===== src/rtl/coh_pkg.sv =====
package coh_pkg;
  localparam int STATE_W = 2;
  localparam int REQ_W   = 3;
  localparam int BUS_W   = 4;

  typedef enum logic [STATE_W-1:0] {LS_INV = 2'd0, LS_SHU = 2'd1, LS_EXU = 2'd2, LS_EXM = 2'd3} line_st_t;
  typedef enum logic [REQ_W-1:0] {RQ_NONE = 3'd0, RQ_RDSH = 3'd1, RQ_RDMOD = 3'd2,
                                  RQ_INVAL = 3'd3, RQ_CPBK = 3'd4} req_t;
  typedef enum logic [BUS_W-1:0] {BC_IDLE = 4'd0, BC_RDSH = 4'd1, BC_RDMOD = 4'd2, BC_INVAL = 4'd3,
                                  BC_CPBK = 4'd4, BC_WRINV = 4'd5, BC_RDINV = 4'd6,
                                  BC_SHRSP = 4'd7, BC_MODRSP = 4'd8} bus_t;
  typedef enum logic [1:0] {PW_NONE = 2'd0, PW_SHR = 2'd1, PW_MOD = 2'd2} pend_t;

  function automatic logic req_allowed(line_st_t st, logic [REQ_W-1:0] rq);
    case (st)
      LS_INV:  return (rq == RQ_RDSH) || (rq == RQ_RDMOD);
      LS_SHU:  return (rq == RQ_RDSH) || (rq == RQ_RDMOD) || (rq == RQ_INVAL);
      default: return (rq == RQ_CPBK);
    endcase
  endfunction

  function automatic logic is_snoop_read(logic [BUS_W-1:0] bc);
    return (bc == BC_RDSH) || (bc == BC_RDINV);
  endfunction

  function automatic logic is_kill(logic [BUS_W-1:0] bc);
    return (bc == BC_RDMOD) || (bc == BC_INVAL) || (bc == BC_WRINV);
  endfunction

  function automatic logic vol_allowed(line_st_t st, line_st_t tgt);
    return ((st == LS_SHU) && (tgt == LS_INV)) || ((st == LS_EXU) && (tgt != LS_EXU));
  endfunction
endpackage


===== src/rtl/coh_req_gate.sv =====
module coh_req_gate
  import coh_pkg::*;
(
  input  line_st_t         st,
  input  logic             waiting,
  input  logic [REQ_W-1:0] req_cmd,
  output logic [REQ_W-1:0] issue_cmd,
  output logic             req_err
);
  logic want, ok;
  always_comb begin
    want      = (req_cmd != RQ_NONE);
    ok        = want && !waiting && req_allowed(st, req_cmd);
    issue_cmd = ok ? req_cmd : RQ_NONE;
    req_err   = want && !ok;
  end
endmodule


===== src/rtl/coh_snoop_unit.sv =====
module coh_snoop_unit
  import coh_pkg::*;
(
  input  line_st_t         st,
  input  pend_t            pend,
  input  logic             bus_valid,
  input  logic             bus_own,
  input  logic [BUS_W-1:0] bus_cmd,
  input  logic             share_keep,
  output logic             drv_iv,
  output logic             snp_tf,
  output logic             snp_hit,
  output line_st_t         snp_next
);
  logic seen, holder, rd, kill;
  always_comb begin
    seen     = bus_valid && !bus_own;
    holder   = (st != LS_INV);
    rd       = is_snoop_read(bus_cmd);
    kill     = is_kill(bus_cmd);
    drv_iv   = seen && (st == LS_EXM) && (rd || bus_cmd == BC_RDMOD);
    snp_tf   = (seen && holder && rd && share_keep) ||
               (seen && (st == LS_SHU) && (bus_cmd == BC_SHRSP) && (pend == PW_NONE));
    snp_hit  = seen && holder && (rd || kill);
    snp_next = (rd && share_keep) ? LS_SHU : LS_INV;
  end
endmodule


===== src/rtl/coh_own_unit.sv =====
module coh_own_unit
  import coh_pkg::*;
(
  input  logic             clk,
  input  logic             rst_n,
  input  line_st_t         st,
  input  logic             bus_valid,
  input  logic             bus_own,
  input  logic [BUS_W-1:0] bus_cmd,
  input  logic             bus_sr,
  input  logic             bus_tf,
  input  logic             bus_wt,
  input  logic             share_keep,
  output pend_t            pend,
  output logic             own_tf,
  output logic             own_hit,
  output line_st_t         own_next
);
  pend_t pend_d;
  logic  live, mine, resp_sh, resp_md, split;

  always_comb begin
    live     = bus_valid && !bus_wt;
    mine     = bus_valid && bus_own;
    resp_sh  = bus_valid && !bus_own && (bus_cmd == BC_SHRSP) && (pend == PW_SHR);
    resp_md  = bus_valid && !bus_own && (bus_cmd == BC_MODRSP) && (pend == PW_MOD);
    split    = bus_sr && (bus_cmd == BC_RDSH || bus_cmd == BC_RDMOD || bus_cmd == BC_INVAL);
    own_tf   = mine && (bus_cmd == BC_CPBK) && share_keep;
    own_hit  = 1'b0;
    own_next = st;
    pend_d   = pend;
    if (mine) begin
      own_hit = (bus_cmd == BC_RDSH) || (bus_cmd == BC_RDMOD) ||
                (bus_cmd == BC_INVAL) || (bus_cmd == BC_CPBK);
      if (split) begin
        pend_d = (bus_cmd == BC_RDSH) ? PW_SHR : PW_MOD;
      end else begin
        case (bus_cmd)
          BC_RDSH:            own_next = bus_tf ? LS_SHU : LS_EXU;
          BC_RDMOD, BC_INVAL: own_next = LS_EXM;
          BC_CPBK:            own_next = share_keep ? LS_SHU : LS_INV;
          default:            own_next = st;
        endcase
      end
    end else if (resp_sh) begin
      own_hit  = 1'b1;
      own_next = bus_tf ? LS_SHU : LS_EXU;
      pend_d   = PW_NONE;
    end else if (resp_md) begin
      own_hit  = 1'b1;
      own_next = LS_EXM;
      pend_d   = PW_NONE;
    end
  end

  always_ff @(posedge clk or negedge rst_n) begin
    if (!rst_n)    pend <= PW_NONE;
    else if (live) pend <= pend_d;
  end

  assert_wait_frozen_R10: assert property (@(posedge clk) disable iff (!rst_n)
    (bus_valid && bus_wt) |=> $stable(pend));
  assert_split_waits_R11: assert property (@(posedge clk) disable iff (!rst_n)
    (bus_valid && bus_own && !bus_wt && bus_sr && bus_cmd == BC_RDSH) |=> (pend == PW_SHR));
endmodule


===== src/rtl/coh_line_ctrl.sv =====
module coh_line_ctrl
  import coh_pkg::*;
(
  input  logic               clk,
  input  logic               rst_n,
  input  logic [REQ_W-1:0]   req_cmd,
  input  logic               share_keep,
  input  logic               vol_en,
  input  logic [STATE_W-1:0] vol_state,
  input  logic               bus_valid,
  input  logic               bus_own,
  input  logic [BUS_W-1:0]   bus_cmd,
  input  logic               bus_sr,
  input  logic               bus_tf,
  input  logic               bus_wt,
  output logic [REQ_W-1:0]   issue_cmd,
  output logic               req_err,
  output logic               drv_iv,
  output logic               drv_tf,
  output logic [STATE_W-1:0] line_state,
  output logic               resp_wait
);
  line_st_t state_q, own_next, snp_next, vol_tgt;
  pend_t    pend;
  logic     own_hit, snp_hit, own_tf, snp_tf, vol_ok, frozen;

  coh_req_gate u_gate (
    .st(state_q), .waiting(pend != PW_NONE), .req_cmd(req_cmd),
    .issue_cmd(issue_cmd), .req_err(req_err));

  coh_snoop_unit u_snoop (
    .st(state_q), .pend(pend), .bus_valid(bus_valid), .bus_own(bus_own),
    .bus_cmd(bus_cmd), .share_keep(share_keep), .drv_iv(drv_iv), .snp_tf(snp_tf),
    .snp_hit(snp_hit), .snp_next(snp_next));

  coh_own_unit u_own (
    .clk(clk), .rst_n(rst_n), .st(state_q), .bus_valid(bus_valid), .bus_own(bus_own),
    .bus_cmd(bus_cmd), .bus_sr(bus_sr), .bus_tf(bus_tf), .bus_wt(bus_wt),
    .share_keep(share_keep), .pend(pend), .own_tf(own_tf), .own_hit(own_hit),
    .own_next(own_next));

  always_comb begin
    vol_tgt    = line_st_t'(vol_state);
    vol_ok     = vol_en && vol_allowed(state_q, vol_tgt);
    frozen     = bus_valid && bus_wt;
    drv_tf     = own_tf || snp_tf;
    line_state = state_q;
    resp_wait  = (pend != PW_NONE);
  end

  always_ff @(posedge clk or negedge rst_n) begin
    if (!rst_n)       state_q <= LS_INV;
    else if (frozen)  state_q <= state_q;
    else if (own_hit) state_q <= own_next;
    else if (snp_hit) state_q <= snp_next;
    else if (vol_ok)  state_q <= vol_tgt;
  end

  assert_reset_state_R1: assert property (@(posedge clk) disable iff (!rst_n)
    $rose(rst_n) |-> (state_q == LS_INV));
  assert_no_issue_waiting_R3: assert property (@(posedge clk) disable iff (!rst_n)
    (pend != PW_NONE) |-> (issue_cmd == RQ_NONE));
  assert_em_entry_R5: assert property (@(posedge clk) disable iff (!rst_n)
    (state_q != LS_EXM && !(bus_valid && !bus_wt) && !(vol_en && state_q == LS_EXU))
      |=> (state_q != LS_EXM));
  assert_iv_only_em_R9: assert property (@(posedge clk) disable iff (!rst_n)
    drv_iv |-> (state_q == LS_EXM));
  assert_wt_freeze_R10: assert property (@(posedge clk) disable iff (!rst_n)
    (bus_valid && bus_wt) |=> $stable(state_q));
endmodule


===== config.mk =====
export PLATFORM = sky130hd
export DESIGN_NAME = coh_line_ctrl
export DESIGN_NICKNAME = d
export VERILOG_FILES = /design/src/rtl/coh_pkg.sv /design/src/rtl/coh_req_gate.sv /design/src/rtl/coh_snoop_unit.sv /design/src/rtl/coh_own_unit.sv /design/src/rtl/coh_line_ctrl.sv
export SDC_FILE = /design/constraint.sdc
export NUM_CORES = 1
export LEC_CHECK = 0
export BUFFER_PORTS_ARGS = -buffer_cell sky130_fd_sc_hd__buf_2
export CORE_UTILIZATION = 50
export DETAILED_ROUTE_END_ITERATION = 6
export PLACE_DENSITY = 0.82
export SLEW_MARGIN = 20
export SYNTH_ARGS = -nofsm -noshare
export SYNTH_HDL_FRONTEND = slang
export SYNTH_SLANG_ARGS = --single-unit

===== constraint.sdc =====
create_clock -name clk -period 3.7 [get_ports clk]
set_input_delay 0.555 -clock clk [delete_from_list [all_inputs] [get_ports clk]]
set_output_delay 0.555 -clock clk [all_outputs]
set_load 0.1 [all_outputs]

==> impl_metrics.env, run 1 <==
export IMPL_status="complete, no violations"
export IMPL_p_per_area_mw_per_mm2=484
export IMPL_synth_distinct_cells=44
export IMPL_via_per_inst=6.06
export IMPL_synth_seq_cells=4
export IMPL_tritoncts="done"
export IMPL_initial_utilization=0.571
export IMPL_fill_cells=108
export IMPL_die_area_sq_mm=0.00149
export IMPL_grt_first_pass_wirelength_mm=2.91
export IMPL_syn_nets=108
export IMPL_multi_input_area_sq_um=514
export IMPL_post_cts_buffers=0
export IMPL_ys_flop_type="dfrtp_1"
export IMPL_max_slew_margin=0.692
export IMPL_clockBufferDepth=2
export IMPL_p_comb_frac=0.650
export IMPL_power_internal_uw=154
export IMPL_post_drt_wl_per_cell_um=14.1
export IMPL_crit_buf_inv=2
export IMPL_crit_chain="buf_2 > or2_4 > nor4_2 > o21ai_1 > o31ai_2 > buf_2"
export IMPL_postLayoutCoreUtil=0.683
export IMPL_htreeDepth=1
export IMPL_cp_arrival_ns=2.11
export IMPL_slew_viol_final=0
export IMPL_clockRootBuffer="clkbuf_4"
export IMPL_crit_type="in -> out"
export IMPL_regToRegStartpoint="u_own.pend[0]$_DFFE_PN0P_"
export IMPL_cp_start_kind="input pin"
export IMPL_cts_clk_slew_worst_paths_ns=0.04
export IMPL_tightest_slew_ns=0.455
export IMPL_grt_util_all_layers=0.277
export IMPL_drt_pass1_iter_count=4
export IMPL_hpwl_mm=1.50
export IMPL_drc_errors=0
export IMPL_n_antenna_cell=0
export IMPL_cp_end_kind="output port"
export IMPL_syn_cell_area_sq_um=668
export IMPL_num_rows=12
export IMPL_grt_max_degree=13
export IMPL_antenna_found_initial=0
export IMPL_die_x_um=38.6
export IMPL_fin_skew_ns=0.00294
export IMPL_numCtsBuffers=3
export IMPL_drtIter0Drc=11
export IMPL_cpPeakStageDelay_ns=0.46
export IMPL_gp_congestion=0.916
export IMPL_overflow=0
export IMPL_worst_path_dominant_cell_family="simple AND/OR/NAND/NOR gates"
export IMPL_cp_max_fo=11
export IMPL_post_route_period_util=0.719
export IMPL_final_antenna_net_count=0
export IMPL_grt_pass1_vias=679
export IMPL_setup_viol=0
export IMPL_switching_share=0.603
export IMPL_tns_ns=0
export IMPL_clkLatencyLatePin_ns=0.23
export IMPL_postCtsHoldBufs=0
export IMPL_period_needed_ns=2.66
export IMPL_pwr_share_clk=0.137
export IMPL_die_h_um=38.6
export IMPL_coreArea_sq_mm=0.00117
export IMPL_rsz0062_at_grt="false"
export IMPL_p_switching_uw=233
export IMPL_timing_fmax_mhz=376
export IMPL_drive_above_1_share=0.336
export IMPL_maxCapViolations=0
export IMPL_layout_nets=133
export IMPL_cts_resized_gates=0
export IMPL_synth_edf_count=0
export IMPL_hold_class="in -> async"
export IMPL_path_common_cell="buf_2"
export IMPL_routed_wirelength_mm=1.79
export IMPL_io_buffers=26
export IMPL_vias=769
export IMPL_final_seq_area_sq_um=100
export IMPL_synthArstFlopShare=1.00
export IMPL_synth_area_per_cell_sq_um=7.42
export IMPL_cts_sinks=4
export IMPL_netlist_instances=90
export IMPL_cp_slowest_cell="buf_2"
export IMPL_areaGrowthSynthToFinish_pct=19.7
export IMPL_vdd_drop_max_uv=223
export IMPL_cp_required_ns=3.14
export IMPL_pin_count=27
export IMPL_synth_warnings=0
export IMPL_leakagePower_uw=0.000350
export IMPL_startpoint="bus_cmd[0]"
export IMPL_hold_viol_final=0
export IMPL_power_frac_seq=0.213
export IMPL_seq_area_frac_synth=0.150
layout by cell type (no fill, tap or decap), types with 2 or more instances in the layout:
cell	count
a21oi_1	5
and2_1	2
and3_1	2
buf_2	26
clkbuf_4	3
dfrtp_1	4
inv_1	4
mux2i_1	2
nand2_1	7
nand2b_1	3
nand3_1	5
nand3b_1	2
nor2_1	7
nor3_1	6
nor4b_1	2
o21ai_0	4
o21ai_1	2
or3_1	2
worst register-to-register path: cells and delay by family, from the launching register on:
family | cells | cell delay (ns)
AND/OR/NAND/NOR | 2 | 0.45
flip-flops | 1 | 0.43
AO/OA/AOI/OAI | 2 | 0.71
multiplexers | 1 | 0.36
Yosys cell counts, types with 2 or more instances:
library cell,count,area (sq um)
dfrtp_1,4,100
buf_2,4,20.0
nor3_1,6,30.0
a21oi_1,5,25.0
and3_1,2,12.5
nand3_1,5,25.0
nor2_1,7,26.3
nand2_1,7,26.3
inv_1,4,15.0
o21ai_0,4,20.0
nand3b_1,2,15.0
nor4b_1,2,17.5
and2_1,2,12.5
o21ai_1,2,10.0
nand2b_1,3,18.8
or3_1,2,12.5
mux2i_1,2,20.0
flip-flops by register name, summed over array words and instances (netlist names):
| name | cells |
|---|---|
| line_state | 2 |
| u_own.pend | 2 |
routing by layer:
layer  vias to the layer above  global-route usage  share of wire  routed length [um]
li1                        389                   -              -                   -
met1                       362               0.353           0.45                 812
met2                        16               0.467           0.50                 895
met3                         2              0.0349          0.034                  60
met4                         0               0.103          0.010                  18
met5                         -                   0              0                   0
power groups by stage:
stage          clock [uW]  sequential (uW)  combinational (uW)
4_1_cts              55.4             81.0                 251
3_3_place_gp            0             80.6                 247
2_1_floorplan           0              120                 170
6_report             53.1             82.4                 251
3_5_place_dp            0             81.2                 251
5_1_grt              61.1             84.6                 265
metrics by stage:
step                      setup WS [ns]  cell area [sq um]  total power [uW]  instances  hold slack (ns)
final                              1.04                800               387        127            0.118
after global routing              0.961                800               411        127            0.108
after CTS                          1.05                800               388        127            0.110
after detailed placement           1.05                777               332        124            0.361
after global placement             1.08                777               328        124            0.358
after floorplan                  -0.430                673               290         90            0.259
kinds of logic (layout without fill, tap and decap cells):
| kind of cell | count (synthesis) | count (layout) | share of synthesized area |
|---|---|---|---|
| flip-flops | 4 | 4 | 0.150 |
| multiplexers | 4 | 4 | 0.0637 |
| XOR/XNOR | 1 | 1 | 0.0131 |
| buffers and inverters | 10 | 33 | 0.0880 |
| AO/OA/AOI/OAI | 24 | 24 | 0.272 |
| AND/OR/NAND/NOR | 47 | 47 | 0.414 |
final timing paths:
kind	to	cells after the start	slack (ns)
setup reg to reg	u_own.pend[0]$_DFFE_PN0P_	5	1.63
min in group clk	u_own.pend[1]$_DFFE_PN0P_	2	0.62
hold reg to reg	u_own.pend[1]$_DFFE_PN0P_	2	0.62
max in group asynchronous	line_state[1]$_DFFE_PN0P_	1	3.46
hold / removal	u_own.pend[1]$_DFFE_PN0P_	1	0.12
setup / recovery	drv_tf	6	1.04
area by class of cell:
cell class	instances	share of cell area
multi-input combinational	76	0.643
timing repair buffer	26	0.163
sequential	4	0.125
clock buffer	3	0.0282
tap	14	0.0219
inverter	4	0.0188
Note: power is estimated with default switching activity, not from simulation.
==> run 2, diff against run 1 <==
--- a/config.mk
+++ b/config.mk
@@ -6,9 +6,9 @@
 export NUM_CORES = 1
 export LEC_CHECK = 0
 export BUFFER_PORTS_ARGS = -buffer_cell sky130_fd_sc_hd__buf_2
-export CORE_UTILIZATION = 50
+export CORE_UTILIZATION = 42
 export DETAILED_ROUTE_END_ITERATION = 6
-export PLACE_DENSITY = 0.82
+export PLACE_DENSITY = 0.74
 export SLEW_MARGIN = 20
 export SYNTH_ARGS = -nofsm -noshare
 export SYNTH_HDL_FRONTEND = slang
==> constraint.sdc (replaced) <==
create_clock -name clk -period 2.15 [get_ports clk]
set_input_delay 0.3225 -clock clk [delete_from_list [all_inputs] [get_ports clk]]
set_output_delay 0.3225 -clock clk [all_outputs]
set_load 0.1 [all_outputs]
==> run 2 against run 1 <==
Net effect:
- critical path depth unchanged
- clock skew down 0.0029 ns
- highest routed layer unchanged
- final cell count up 7.9%
- clock power up 69%
- core utilization up 0.97 points
- total power up 98%
- cell area up 29%
- non-clock buffer count up 8
- largest cell class unchanged
- routed wire length up 12%
- global-route usage down 3.7 points
- first-iteration DRC count up 64%
- register-to-register slack worse by 1.5 ns
==> impl_metrics.env, run 2 (synthesis gave the netlist of run 1 again) <==
export IMPL_clockBufferDepth=2
export IMPL_drc_errors=0
export IMPL_grt_pass1_vias=773
export IMPL_layout_nets=141
export IMPL_power_uw=766
export IMPL_leakagePower_uw=0.000418
export IMPL_pin_count=27
export IMPL_n_antenna_cell=0
export IMPL_grt_max_degree=12
export IMPL_pwr_share_clk=0.117
export IMPL_stdcell_count=137
export IMPL_vias=833
export IMPL_io_buffers=26
export IMPL_crit_chain="or3_4 > a21oi_1 > a21oi_1 > nor2_2 > a21oi_4 > buf_4"
export IMPL_num_rows=14
export IMPL_cp_slowest_cell="dfrtp_4"
export IMPL_hpwl_mm=1.59
export IMPL_vdd_drop_max_uv=551
export IMPL_htreeDepth=1
export IMPL_startpoint="line_state[1]$_DFFE_PN0P_"
export IMPL_regToRegEndpoint="u_own.pend[0]$_DFFE_PN0P_"
export IMPL_final_antenna_net_count=0
export IMPL_cp_arrival_ns=1.76
export IMPL_drt_pass1_iter_count=4
export IMPL_post_drt_wl_per_cell_um=14.7
export IMPL_cp_start_kind="flip-flop"
export IMPL_timing_fmax_mhz=481
export IMPL_p_comb_frac=0.708
export IMPL_dp_cells=133
export IMPL_via_per_inst=6.08
export IMPL_hold_class="in -> async"
export IMPL_die_x_um=41.9
export IMPL_die_area_sq_mm=0.00175
export IMPL_crit_type="reg -> out"
export IMPL_gp_congestion=0.894
export IMPL_maxCapViolations=0
export IMPL_grt_first_pass_wirelength_mm=3.34
export IMPL_drtIter0Drc=18
export IMPL_routed_wirelength_mm=2.01
export IMPL_clkLatencyLatePin_ns=0.23
export IMPL_worstRegToRegCells=5
export IMPL_cts_clk_slew_worst_paths_ns=0.03
export IMPL_cp_max_fo=4
export IMPL_period_needed_ns=2.08
export IMPL_cp_end_kind="output port"
export IMPL_tritoncts="done"
export IMPL_p_switching_uw=442
export IMPL_hold_viol_final=0
export IMPL_numCtsBuffers=3
export IMPL_power_internal_uw=324
export IMPL_max_slew_margin=0.680
export IMPL_cts_sinks=4
export IMPL_fin_skew_ns=0.0000430
export IMPL_status="complete, no violations"
export IMPL_slew_viol_final=0
export IMPL_cp_required_ns=1.83
export IMPL_p_per_area_mw_per_mm2=743
export IMPL_rsz0062_at_grt="false"
export IMPL_regToRegStartpoint="u_own.pend[0]$_DFFE_PN0P_"
export IMPL_path_common_cell="a21oi_1"
export IMPL_crit_buf_inv=1
export IMPL_drive_above_1_share=0.463
export IMPL_cpPeakStageDelay_ns=0.46
export IMPL_final_common_cell="buf_2"
export IMPL_post_cts_buffers=0
export IMPL_tightest_slew_ns=0.483
export IMPL_areaGrowthSynthToFinish_pct=54.3
export IMPL_final_cell_mix="buf_2 (20), buf_4 (8), nand2_1 (7)"
export IMPL_overflow=0
export IMPL_r2r_slack_ns=0.11
export IMPL_setup_viol=0
export IMPL_clockRootBuffer="clkbuf_4"
export IMPL_power_frac_seq=0.175
export IMPL_die_h_um=41.9
export IMPL_initial_utilization=0.449
export IMPL_grt_util_all_layers=0.240
export IMPL_switching_share=0.577
export IMPL_fill_cells=137
export IMPL_post_route_period_util=0.968
export IMPL_worst_path_dominant_cell_family="simple AND/OR/NAND/NOR gates"
export IMPL_tns_ns=0
export IMPL_postLayoutCoreUtil=0.692
export IMPL_antenna_found_initial=0
export IMPL_coreArea_sq_mm=0.00149
run 2: final cells by class:
cell class / count / area (sq um) / area share
sequential: 4 / 105 / 0.102
clock buffer: 3 / 22.5 / 0.0218
inverter: 4 / 15.0 / 0.0146
multi-input combinational: 76 / 598 / 0.580
tap: 16 / 20.0 / 0.0194
timing repair buffer: 34 / 270 / 0.262
run 2: worst register-to-register path: stages, from the launching register on:
cell	delay (ns)
dfrtp_1	0.45
or3_1	0.35
o41ai_2	0.25
nor2_1	0.13
a2111oi_4	0.36
mux2_1	0.37
run 2: routing by layer:
metal / vias to the layer above / GRT usage / wire length (um) / share of wire
met5: - / 0 / 0 / 0
li1: 403 / - / - / -
met1: 392 / 0.308 / 823 / 0.41
met3: 2 / 0.0261 / 117 / 0.058
met4: 0 / 0.0774 / 21 / 0.010
met2: 36 / 0.416 / 1050 / 0.52
run 2: per-stage QoR:
stage	hold slack, ns	cell area, sq um	worst slack (ns)
2_1_floorplan	0.0269	744	-0.229
3_3_place_gp	0.128	972	0.123
3_5_place_dp	0.127	972	0.0879
4_1_cts	0.419	1010	0.0102
5_1_grt	0.437	1030	0.0267
6_report	0.426	1030	0.0696
run 2: how the worst max path moves through the flow:
stage	to	slack (ns)	depth (start not counted)
3_3_place_gp	u_own.pend[0]$_DFFE_PN0P_	0.12	6
3_5_place_dp	u_own.pend[0]$_DFFE_PN0P_	0.09	6
4_1_cts	req_err	0.01	6
6_report	req_err	0.07	6
5_1_grt	u_own.pend[0]$_DFFE_PN0P_	0.03	5
2_1_floorplan	drv_tf	-0.23	3
run 2: power groups by stage:
stage,Clock (uW),Combinational (uW),Sequential [uW]
3_5_place_dp,0,529,131
4_1_cts,91.5,534,131
5_1_grt,93.3,567,139
2_1_floorplan,0,337,215
6_report,89.7,543,134
3_3_place_gp,0,516,128
run 2: timing repair:
| item | in CTS | in global routing |
|---|---|---|
| hold buffers | 1 | 0 |
| endpoints found under the setup margin | 1 | 5 |
| gates resized for setup | 1 | 4 |
| endpoints found under the hold margin | 4 | 0 |
